File: config.mk
export PLATFORM = sky130hd
export DESIGN_NAME = tern_dot_acc
export DESIGN_NICKNAME = d
export VERILOG_FILES = /design/src/rtl/tern_pkg.sv /design/src/rtl/tern_term_sel.sv /design/src/rtl/tern_sat_acc.sv /design/src/rtl/tern_cnt.sv /design/src/rtl/tern_dot_acc.sv
export SDC_FILE = /design/constraint.sdc
export NUM_CORES = 1
export LEC_CHECK = 0
export BUFFER_PORTS_ARGS = -buffer_cell sky130_fd_sc_hd__buf_2
export CAP_MARGIN = 20
export CORE_ASPECT_RATIO = 2
export CORE_MARGIN = 5
export CORE_UTILIZATION = 35
export DETAILED_ROUTE_END_ITERATION = 16
export PLACE_DENSITY = 0.64
export SLEW_MARGIN = 20
export SYNTH_ARGS = -nofsm -noshare
export SYNTH_HDL_FRONTEND = slang
export SYNTH_SLANG_ARGS = --single-unit
File: constraint.sdc
create_clock -name clk -period 5.5 [get_ports clk]
set_clock_uncertainty 0.1 [all_clocks]
set_input_delay 0 -clock clk [delete_from_list [all_inputs] [get_ports clk]]
set_output_delay 0 -clock clk [all_outputs]
set_load 0.02 [all_outputs]
File: src/rtl/tern_pkg.sv
package tern_pkg;

  typedef enum logic [1:0] {
    WC_ZERO = 2'd0,
    WC_NEG  = 2'd1,
    WC_POS  = 2'd2,
    WC_PAD  = 2'd3
  } wcode_e;

  localparam int NUM_CNT  = 2;
  localparam int CNT_SKIP = 0;
  localparam int CNT_PAD  = 1;

endpackage

File: src/rtl/tern_term_sel.sv
module tern_term_sel #(
  parameter int ACT_W = 8,
  parameter int ACC_W = 19
) (
  input  logic signed [ACT_W-1:0] act,
  input  logic [1:0]              wcode,
  output logic signed [ACC_W-1:0] term,
  output logic                    is_zero,
  output logic                    is_pad
);
  import tern_pkg::*;

  localparam int EXT_W = ACC_W - ACT_W;

  function automatic logic signed [ACC_W-1:0] widen(input logic signed [ACT_W-1:0] a);
    return {{EXT_W{a[ACT_W-1]}}, a};
  endfunction

  function automatic logic signed [ACC_W-1:0] apply_weight(
    input logic signed [ACT_W-1:0] a,
    input logic [1:0]              w
  );
    logic signed [ACC_W-1:0] wide;
    wide = widen(a);
    case (wcode_e'(w))
      WC_POS:  return wide;
      WC_NEG:  return -wide;
      default: return '0;
    endcase
  endfunction

  always_comb begin
    term    = apply_weight(act, wcode);
    is_zero = (wcode_e'(wcode) == WC_ZERO);
    is_pad  = (wcode_e'(wcode) == WC_PAD);
  end

endmodule

File: src/rtl/tern_sat_acc.sv
module tern_sat_acc #(
  parameter int ACC_W = 19
) (
  input  logic                    clk,
  input  logic                    rst_n,
  input  logic                    load,
  input  logic                    step_en,
  input  logic signed [ACC_W-1:0] term,
  output logic signed [ACC_W-1:0] acc_q,
  output logic signed [ACC_W-1:0] acc_d,
  output logic                    sat_q,
  output logic                    sat_d
);

  localparam logic signed [ACC_W-1:0] MAXV = {1'b0, {(ACC_W-1){1'b1}}};
  localparam logic signed [ACC_W-1:0] MINV = {1'b1, {(ACC_W-1){1'b0}}};

  function automatic logic [ACC_W:0] sat_add(
    input logic signed [ACC_W-1:0] a,
    input logic signed [ACC_W-1:0] b
  );
    logic signed [ACC_W:0] s;
    logic                  ovf;
    logic signed [ACC_W-1:0] r;
    s   = {a[ACC_W-1], a} + {b[ACC_W-1], b};
    ovf = s[ACC_W] ^ s[ACC_W-1];
    if (ovf) r = s[ACC_W] ? MINV : MAXV;
    else     r = s[ACC_W-1:0];
    return {ovf, r};
  endfunction

  logic signed [ACC_W-1:0] base;
  logic                    base_sat;
  logic [ACC_W:0]          add_res;
  logic                    step_ovf;

  always_comb begin
    base     = load ? '0 : acc_q;
    base_sat = load ? 1'b0 : sat_q;
    add_res  = sat_add(base, term);
    step_ovf = step_en & add_res[ACC_W];
    acc_d    = step_en ? add_res[ACC_W-1:0] : base;
    sat_d    = base_sat | step_ovf;
  end

  always_ff @(posedge clk) begin
    if (!rst_n) begin
      acc_q <= '0;
      sat_q <= 1'b0;
    end else begin
      acc_q <= acc_d;
      sat_q <= sat_d;
    end
  end

  a_r9_idle_holds_sum: assert property (@(posedge clk) disable iff (!rst_n)
    (!load && !step_en) |=> $stable(acc_q));

  a_r10_flag_sticky: assert property (@(posedge clk) disable iff (!rst_n)
    (sat_q && !load) |=> sat_q);

  a_r6_start_clears: assert property (@(posedge clk) disable iff (!rst_n)
    (load && !step_en) |=> (acc_q == '0 && !sat_q));

  a_r10_clamp_at_limit: assert property (@(posedge clk) disable iff (!rst_n)
    (step_en && add_res[ACC_W]) |=> (acc_q == MAXV || acc_q == MINV));

endmodule

File: src/rtl/tern_cnt.sv
module tern_cnt #(
  parameter int CNT_W = 11
) (
  input  logic             clk,
  input  logic             rst_n,
  input  logic             clr,
  input  logic             inc,
  output logic [CNT_W-1:0] cnt_q,
  output logic [CNT_W-1:0] cnt_d
);

  localparam logic [CNT_W-1:0] CMAX = '1;

  function automatic logic [CNT_W-1:0] bump(input logic [CNT_W-1:0] c, input logic en);
    if (en && c != CMAX) return c + 1'b1;
    return c;
  endfunction

  logic [CNT_W-1:0] base;

  always_comb begin
    base  = clr ? '0 : cnt_q;
    cnt_d = bump(base, inc);
  end

  always_ff @(posedge clk) begin
    if (!rst_n) cnt_q <= '0;
    else        cnt_q <= cnt_d;
  end

  a_r4_count_step: assert property (@(posedge clk) disable iff (!rst_n)
    (!clr && inc && cnt_q != CMAX) |=> (cnt_q == $past(cnt_q) + 1'b1));

  a_r9_count_idle: assert property (@(posedge clk) disable iff (!rst_n)
    (!clr && !inc) |=> $stable(cnt_q));

endmodule

File: src/rtl/tern_dot_acc.sv
module tern_dot_acc #(
  parameter  int ACT_W     = 8,
  parameter  int MAX_TERMS = 1024,
  localparam int ACC_W     = ACT_W + $clog2(MAX_TERMS) + 1,
  localparam int CNT_W     = $clog2(MAX_TERMS + 1)
) (
  input  logic                    clk,
  input  logic                    rst_n,
  input  logic                    in_valid,
  input  logic                    in_start,
  input  logic                    in_last,
  input  logic signed [ACT_W-1:0] in_act,
  input  logic [1:0]              in_wcode,
  output logic                    out_done,
  output logic signed [ACC_W-1:0] out_sum,
  output logic                    out_sat,
  output logic [CNT_W-1:0]        out_skip,
  output logic [CNT_W-1:0]        out_pad
);
  import tern_pkg::*;

  logic signed [ACC_W-1:0] term;
  logic                    term_zero;
  logic                    term_pad;
  logic signed [ACC_W-1:0] acc_q, acc_d;
  logic                    sat_q, sat_d;
  logic                    take_term;
  logic                    take_last;
  logic [NUM_CNT-1:0]      cnt_inc;
  logic [CNT_W-1:0]        cnt_q [NUM_CNT];
  logic [CNT_W-1:0]        cnt_d [NUM_CNT];

  assign take_term = in_valid;
  assign take_last = in_valid & in_last;
  assign cnt_inc[CNT_SKIP] = take_term & term_zero;
  assign cnt_inc[CNT_PAD]  = take_term & term_pad;

  tern_term_sel #(.ACT_W(ACT_W), .ACC_W(ACC_W)) u_sel (
    .act     (in_act),
    .wcode   (in_wcode),
    .term    (term),
    .is_zero (term_zero),
    .is_pad  (term_pad)
  );

  tern_sat_acc #(.ACC_W(ACC_W)) u_acc (
    .clk     (clk),
    .rst_n   (rst_n),
    .load    (in_start),
    .step_en (take_term),
    .term    (term),
    .acc_q   (acc_q),
    .acc_d   (acc_d),
    .sat_q   (sat_q),
    .sat_d   (sat_d)
  );

  for (genvar g = 0; g < NUM_CNT; g++) begin : g_cnt
    tern_cnt #(.CNT_W(CNT_W)) u_cnt (
      .clk   (clk),
      .rst_n (rst_n),
      .clr   (in_start),
      .inc   (cnt_inc[g]),
      .cnt_q (cnt_q[g]),
      .cnt_d (cnt_d[g])
    );
  end

  always_ff @(posedge clk) begin
    if (!rst_n) begin
      out_done <= 1'b0;
      out_sum  <= '0;
      out_sat  <= 1'b0;
      out_skip <= '0;
      out_pad  <= '0;
    end else if (take_last) begin
      out_done <= 1'b1;
      out_sum  <= acc_d;
      out_sat  <= sat_d;
      out_skip <= cnt_d[CNT_SKIP];
      out_pad  <= cnt_d[CNT_PAD];
    end else if (in_start) begin
      out_done <= 1'b0;
      out_sum  <= '0;
      out_sat  <= 1'b0;
      out_skip <= '0;
      out_pad  <= '0;
    end else begin
      out_done <= 1'b0;
    end
  end

  a_r7_done_after_last: assert property (@(posedge clk) disable iff (!rst_n)
    take_last |=> out_done);

  a_r7_done_one_cycle: assert property (@(posedge clk) disable iff (!rst_n)
    !take_last |=> !out_done);

  a_r8_result_holds: assert property (@(posedge clk) disable iff (!rst_n)
    (!take_last && !in_start) |=> ($stable(out_sum) && $stable(out_sat)
                                   && $stable(out_skip) && $stable(out_pad)));

  a_r5_pad_not_skip: assert property (@(posedge clk) disable iff (!rst_n)
    (take_term && term_pad && !in_start) |=> $stable(cnt_q[CNT_SKIP]));

  a_r4_zero_keeps_sum: assert property (@(posedge clk) disable iff (!rst_n)
    (take_term && (term_zero || term_pad) && !in_start && !sat_q) |=> $stable(acc_q));

endmodule

==> Word-level counts from Yosys, hierarchy flattened <==
Index checks and enable logic that the tools add are counted.
{ "word_totals": {"register_bits": 85, "inputBits": 15, "elab_cells": 50, "output_inout_bits": 43} }
{ "classes": {"bitwise_logic": 6, "n_mux": 22, "n_reduce_logical": 4, "add_sub_neg": 4, "n_eq_ne": 5} }
{ "op_table": {"columns": ["op", "count"], "rows": [
  ["$mux 19", 6],
  ["$mux 11", 9],
  ["$pmux 19 s2", 1],
  ["$add 11x1->11 const B", 2],
  ["$ne 11x11->1 const B", 2],
  ["$add 19x19->20", 1],
  ["$neg 8->19", 1],
  ["$mux 1", 6],
  ["$and 1x1->1", 4],
  ["$eq 2x2->1 const B", 2],
  ["$eq 2x1->1 const B", 1],
  ["$logic_and 1x1->1", 2],
  ["$logic_not 2->1", 1],
  ["$reduce_bool 2->1", 1],
  ["$or 1x1->1", 1],
  ["$xor 1x1->1", 1]
]} }

==> Longest topological paths before layout <==
{ "depth": {"depth_word": 7, "mapped_depth": 18} }

==> Cells and area by module <==
Synthesis repeated with hierarchy kept, for this count alone.
{ "unflattened": {"cells_unflattened": 660, "area_unflattened_um2": 5739.3} }
{ "by_module_without_submodules": {"columns": ["module", "cells_each", "instances", "area_per_inst_um2"], "rows": [
  ["tern_sat_acc", 248, 1, 1963.1],
  ["tern_dot_acc", 191, 1, 1846.8],
  ["tern_cnt", 76, 2, 726.9],
  ["tern_term_sel", 69, 1, 475.5]
]} }

==> Worst setup path after synthesis <==
Ideal clock, no wire load.
{ "synth_path": {"path_type": "in2reg", "start": "input port in_act[1]", "end": "register u_acc.acc_q[16]", "cell_stages": 15, "arrival_ns": 3.362, "setup_time_ns": 0.070, "n_path_buf": 1, "slack_ns": 1.968, "cell_sequence": "or3_1 or3_1 or3_1 ha_1 o21ai_0 and2_1 ha_1 a21o_1 nor3_1 a2111oi_0 a211oi_1 nor3_2 buf_6 o31a_1 a21oi_1"} }
{ "synth_via": {"elab_chain_cells": 6} }
{ "synth_rtl": {"columns": ["item", "line_no", "text"], "rows": [
  ["start, declared", "tern_dot_acc.sv:12", "input logic signed [ACT_W-1:0] in_act,"],
  ["$neg 8->19", "tern_term_sel.sv:27", "WC_NEG: return -wide;"],
  ["$pmux 19 s2 (*)", "tern_term_sel.sv:25", "case (wcode_e'(w))"],
  ["$add 19x19->20 (*)", "tern_sat_acc.sv:25", "s = {a[ACC_W-1], a} + {b[ACC_W-1], b};"],
  ["$mux 19 or $xor 1x1->1 (tied branches)", "tern_sat_acc.sv:27, tern_sat_acc.sv:26", null],
  ["$mux 19 (*)", "tern_sat_acc.sv:27", "if (ovf) r = s[ACC_W] ? MINV : MAXV;"],
  ["$mux 19 (*)", "tern_sat_acc.sv:42", "acc_d = step_en ? add_res[ACC_W-1:0] : base;"],
  ["end signal, assigned", "tern_sat_acc.sv:48", "acc_q <= '0;"],
  ["end signal, assigned", "tern_sat_acc.sv:51", "acc_q <= acc_d;"],
  ["end, declared", "tern_sat_acc.sv:9", "output logic signed [ACC_W-1:0] acc_q,"]
]} }
Mark *: on every way between the ends. The rest lies on a longest branch, timed or not.
A chain may end at the register's enable or synchronous reset.

==> Worst setup path in the final report <==
{ "layout_path": {"start": "input port in_act[1]", "end": "register u_acc.acc_q[7]"} }
Same word-level chain as after synthesis.

==> results.md <==
- The run finished with clean final reports.
- For this run, the number of Yosys warnings is 0.
- After detailed routing, the average wire length per cell comes to 15.4 µm.
- The share of the Yosys chip area taken by registers is 0.354.
- In this run the cell area of the synthesized design comes to 0.00481 mm².
- After routing, the total negative slack on setup checks comes to 0 ns.
- The final-report setup violation count is 0.
- The detailed-placement wirelength estimate is 9350 µm.
- After clock tree synthesis, the clock-pin slew on the worst setup and hold paths is 0.06 ns.
- The number of hold-repair buffers added at the cts stage is 0.
- The number of global-route vias before repair is 4193.
- The first TritonRoute pass finished after 5 iterations.
- STA classifies the critical path startpoint as an input port.
- The leakage power total is 0.00221 µW.
- Entering global routing, the biggest net connects 46 pins.
- The layout net count is 681.
- The initial antenna violation count is 0.
- For the pin with the worst max-slew slack, the measured transition is 0.788 ns.
- Each instance of the synthesized netlist takes up on average 8.04 µm².
- The share of the core filled with cells in the final layout is 0.407.
- The worst setup slack after placement is 1.41 ns.
- The share of synthesized registers carrying an async set or reset is 0.
- For this run, the leading register cell type out of synthesis is dfxtp_1.
- The violation count after the first detailed-route iteration is 173.
- The critical path contains buffers and inverters numbering 2 combined.
- The instance area after placement is 0.00518 mm².
- The largest fanout on the critical path is 20.
- Grouping stages by cell kind, the critical path spends the most delay in simple AND/OR/NAND/NOR gates.
- The final number of max-transition violations is 0.
- In this run the deepest clock path goes through 2 buffers.
- The detail route stage leaves a number of antenna-violating nets equal to 0.
- The floorplan step set the die width to 92.9 µm.
- The total setup buffers inserted after CTS is 0.
- The number of nets handed over by synthesis was 642.
- The worst pin sits at a relative slew slack of 0.475.
- After detailed routing, the total wire length is 12300 µm.
- The area of the die is 0.0163 mm².
- The most numerous cell on the critical path is or3_1.
- The H-tree was split into 3 levels.
- The die is 176 µm tall.
- The remaining design rule violation count is 0.
- Walking the worst path, the cells encountered are buf_2 -> or3_1 -> or3_1 -> or3_1 -> ha_1 -> o21ai_0 -> and2_1 -> ha_1 -> a21o_1 -> nor3_1 -> a2111oi_0 -> a211oi_1 -> nor3_2 -> buf_4 -> o31a_1 -> a21oi_1.
- Setup repair after global routing left no endpoint under its margin.
- For this design the top-level I/O count stands at 58.
- The later-pin clock latency in the skew report is 0.33 ns.
- The start-to-end type of the worst setup path is input port to register.
- The path class of the lowest-slack min-delay path is input port to register.
- The post-route standard cell area excluding fillers is 0.00550 mm².
- The max-cap violation count is 0.
- Routability-driven placement finished with a final weighted congestion of 0.893.
- The final route contains 4330 vias.
- The number of cells produced by synthesis is 598.
- The antenna diode count is 0.
- In this run, CTS created clock tree buffers numbering 9.
- The worst-case IR drop observed on VDD is 0.157 mV.
- Across all setup checks in the final design, the least slack found is 1.69 ns.
- Clock tree synthesis selected as its root buffer the cell clkbuf_16.
- The most critical setup path has its startpoint at in_act[1].
- The area of the placeable core is 0.0135 mm².
- The startpoint of the lowest-slack register-to-register path is u_acc.acc_q[0]$_SDFF_PN0_.
- The highest-delay cell along the critical path is or3_1.
- The number of clock sinks seen by CTS is 85.
- The number of synthesized register bits is 85.
- For this configuration, the core starts out at a cell density of 0.356.
- For the worst setup path, the data arrival time is 3.97 ns.
- The number of gates resized after CTS was 0.
- For this design the ratio of total power to cell area is 272 mW/mm².
- Synthesis instantiated 51 different standard cells from the library.
- In the routed layout, each cell is associated on average with a via count of 5.44.
- The area added between synthesis and finish is 14.4%.
- The first global-routing pass estimated 20100 µm of wire.
- On the final layout, the worst hold slack is 0.161 ns.
- The timing-limited maximum frequency is 0.263 GHz.
- Buffers placed on the I/O ports in this run total 57.
- The ratio of cells with drive above 1 in the final layout is 0.128.
- The data required time at the worst endpoint is 5.66 ns.
- The count of final hold-check violations is 0.
- TritonCTS built the clock tree.
- In the finished design, the share of the clock period the worst path needs comes to 0.692.
- The delay of the slowest critical-path stage is 0.41 ns.
- The startpoint of the tightest hold check path is rst_n.
- The kind of capture point of the worst setup path is a register.
- The number of placement rows is 60.
- For this run the aggregate overflow at the end of global routing stands at 0.
- Counting flops with a built-in enable in the synthesized netlist gives 0.
- The overall routing resource usage is 0.151.
- The clock period minus final worst setup slack is 3.81 ns.
per-stage QoR:
stage,cells,total power (µW)
2_1_floorplan,598,808
3_3_place_gp,781,859
3_5_place_dp,781,863
4_1_cts,796,1500
5_1_grt,796,1550
6_report,796,1490
worst reg2reg max path: cells and delay by family (launching register included):
kind	cells	cell delay, ns
flip-flops	1	0.30
AND/OR/NAND/NOR	3	0.59
buffers and inverters	2	0.34
AO/OA/AOI/OAI	6	1.22
adder cells (fa/ha/maj)	2	0.58
final cells by class:
cell class,count,area (µm²)
repair buffers,62,323
multi-input cells,462,2900
clock buffers,11,243
inverters,17,63.8
fillers,1393,8010
clock inverters,4,72.6
flip-flops and latches,85,1700
well taps,155,194
report_power, final:
part / internal [µW] / switching [µW] / total [µW] / leakage (µW)
clock: 407 / 238 / 645 / 0.000152
sequential: 636 / 7.55 / 643 / 0.000691
combinational: 76.7 / 129 / 205 / 0.00137
synth_stat cells (2+ instances only):
cell type	instances	area, µm²
a211oi_1	11	82.6
a21boi_0	12	90.1
a21o_1	5	37.5
a21oi_1	35	175
a22o_1	9	78.8
a31oi_1	6	37.5
and2_1	16	100
and3_1	4	25.0
buf_2	4	20.0
clkbuf_1	27	101
dfxtp_1	85	1700
ha_1	28	350
inv_1	17	63.8
mux2i_1	4	40.0
nand2_1	56	210
nand2b_1	10	62.6
nand3_1	12	60.1
nand3b_1	2	15.0
nand4_1	7	43.8
nor2_1	45	169
nor2b_1	35	219
nor3_1	11	55.1
nor4_1	3	18.8
o211ai_1	3	22.5
o21a_1	23	173
o21ai_0	57	285
o21ai_1	9	45.0
o22ai_1	3	18.8
o31a_1	4	35.0
or3_1	8	50.1
xnor2_1	18	158
xor2_1	10	87.6
final timing paths:
path	slack [ns]	cells past startpoint	to
max	1.69	16	u_acc.acc_q[7]$_SDFF_PN0_
min	0.16	2	out_pad[0]$_SDFFE_PN0P_
min reg2reg	0.35	2	out_sum[13]$_SDFFE_PN0P_
max reg2reg	2.22	13	u_acc.acc_q[5]$_SDFF_PN0_
cells by family (layout without fill, tap and decap cells):
group           count (synthesis)  after routing  share of synthesized area
xor+xnor                       28             28                     0.0510
compound gates                187            187                      0.244
buf+inv                        51             94                     0.0427
fa+ha+maj                      29             29                     0.0770
flops                          85             85                      0.354
mux                             4              4                    0.00833
simple gates                  214            214                      0.223
sequential cells by signal (all words and copies together), names as in the netlist:
register	flops
out_sat	1
out_done	1
out_sum	19
out_pad	11
u_acc.sat_q	1
u_acc.acc_q	19
g_cnt.u_cnt.cnt_q	22
out_skip	11
placed cells by master, fill, tap and decap left out, types with 18 or more instances in the layout:
cell type | netlist | layout
buf_2 | 4 | 57
xnor2_1 | 18 | 18
ha_1 | 28 | 28
a21oi_1 | 35 | 35
dfxtp_1 | 85 | 85
nor2_1 | 45 | 45
o21a_1 | 23 | 23
nand2_1 | 56 | 56
nor2b_1 | 35 | 35
o21ai_0 | 57 | 57
metal layers:
metal,part of all wire,wire length (µm),track usage
met1,0.40,4950,0.159
met2,0.55,6720,0.295
met3,0.025,305,0.0150
met4,0.024,290,0.0648
met5,0,0,0
(Power assumes the default switching activity.)
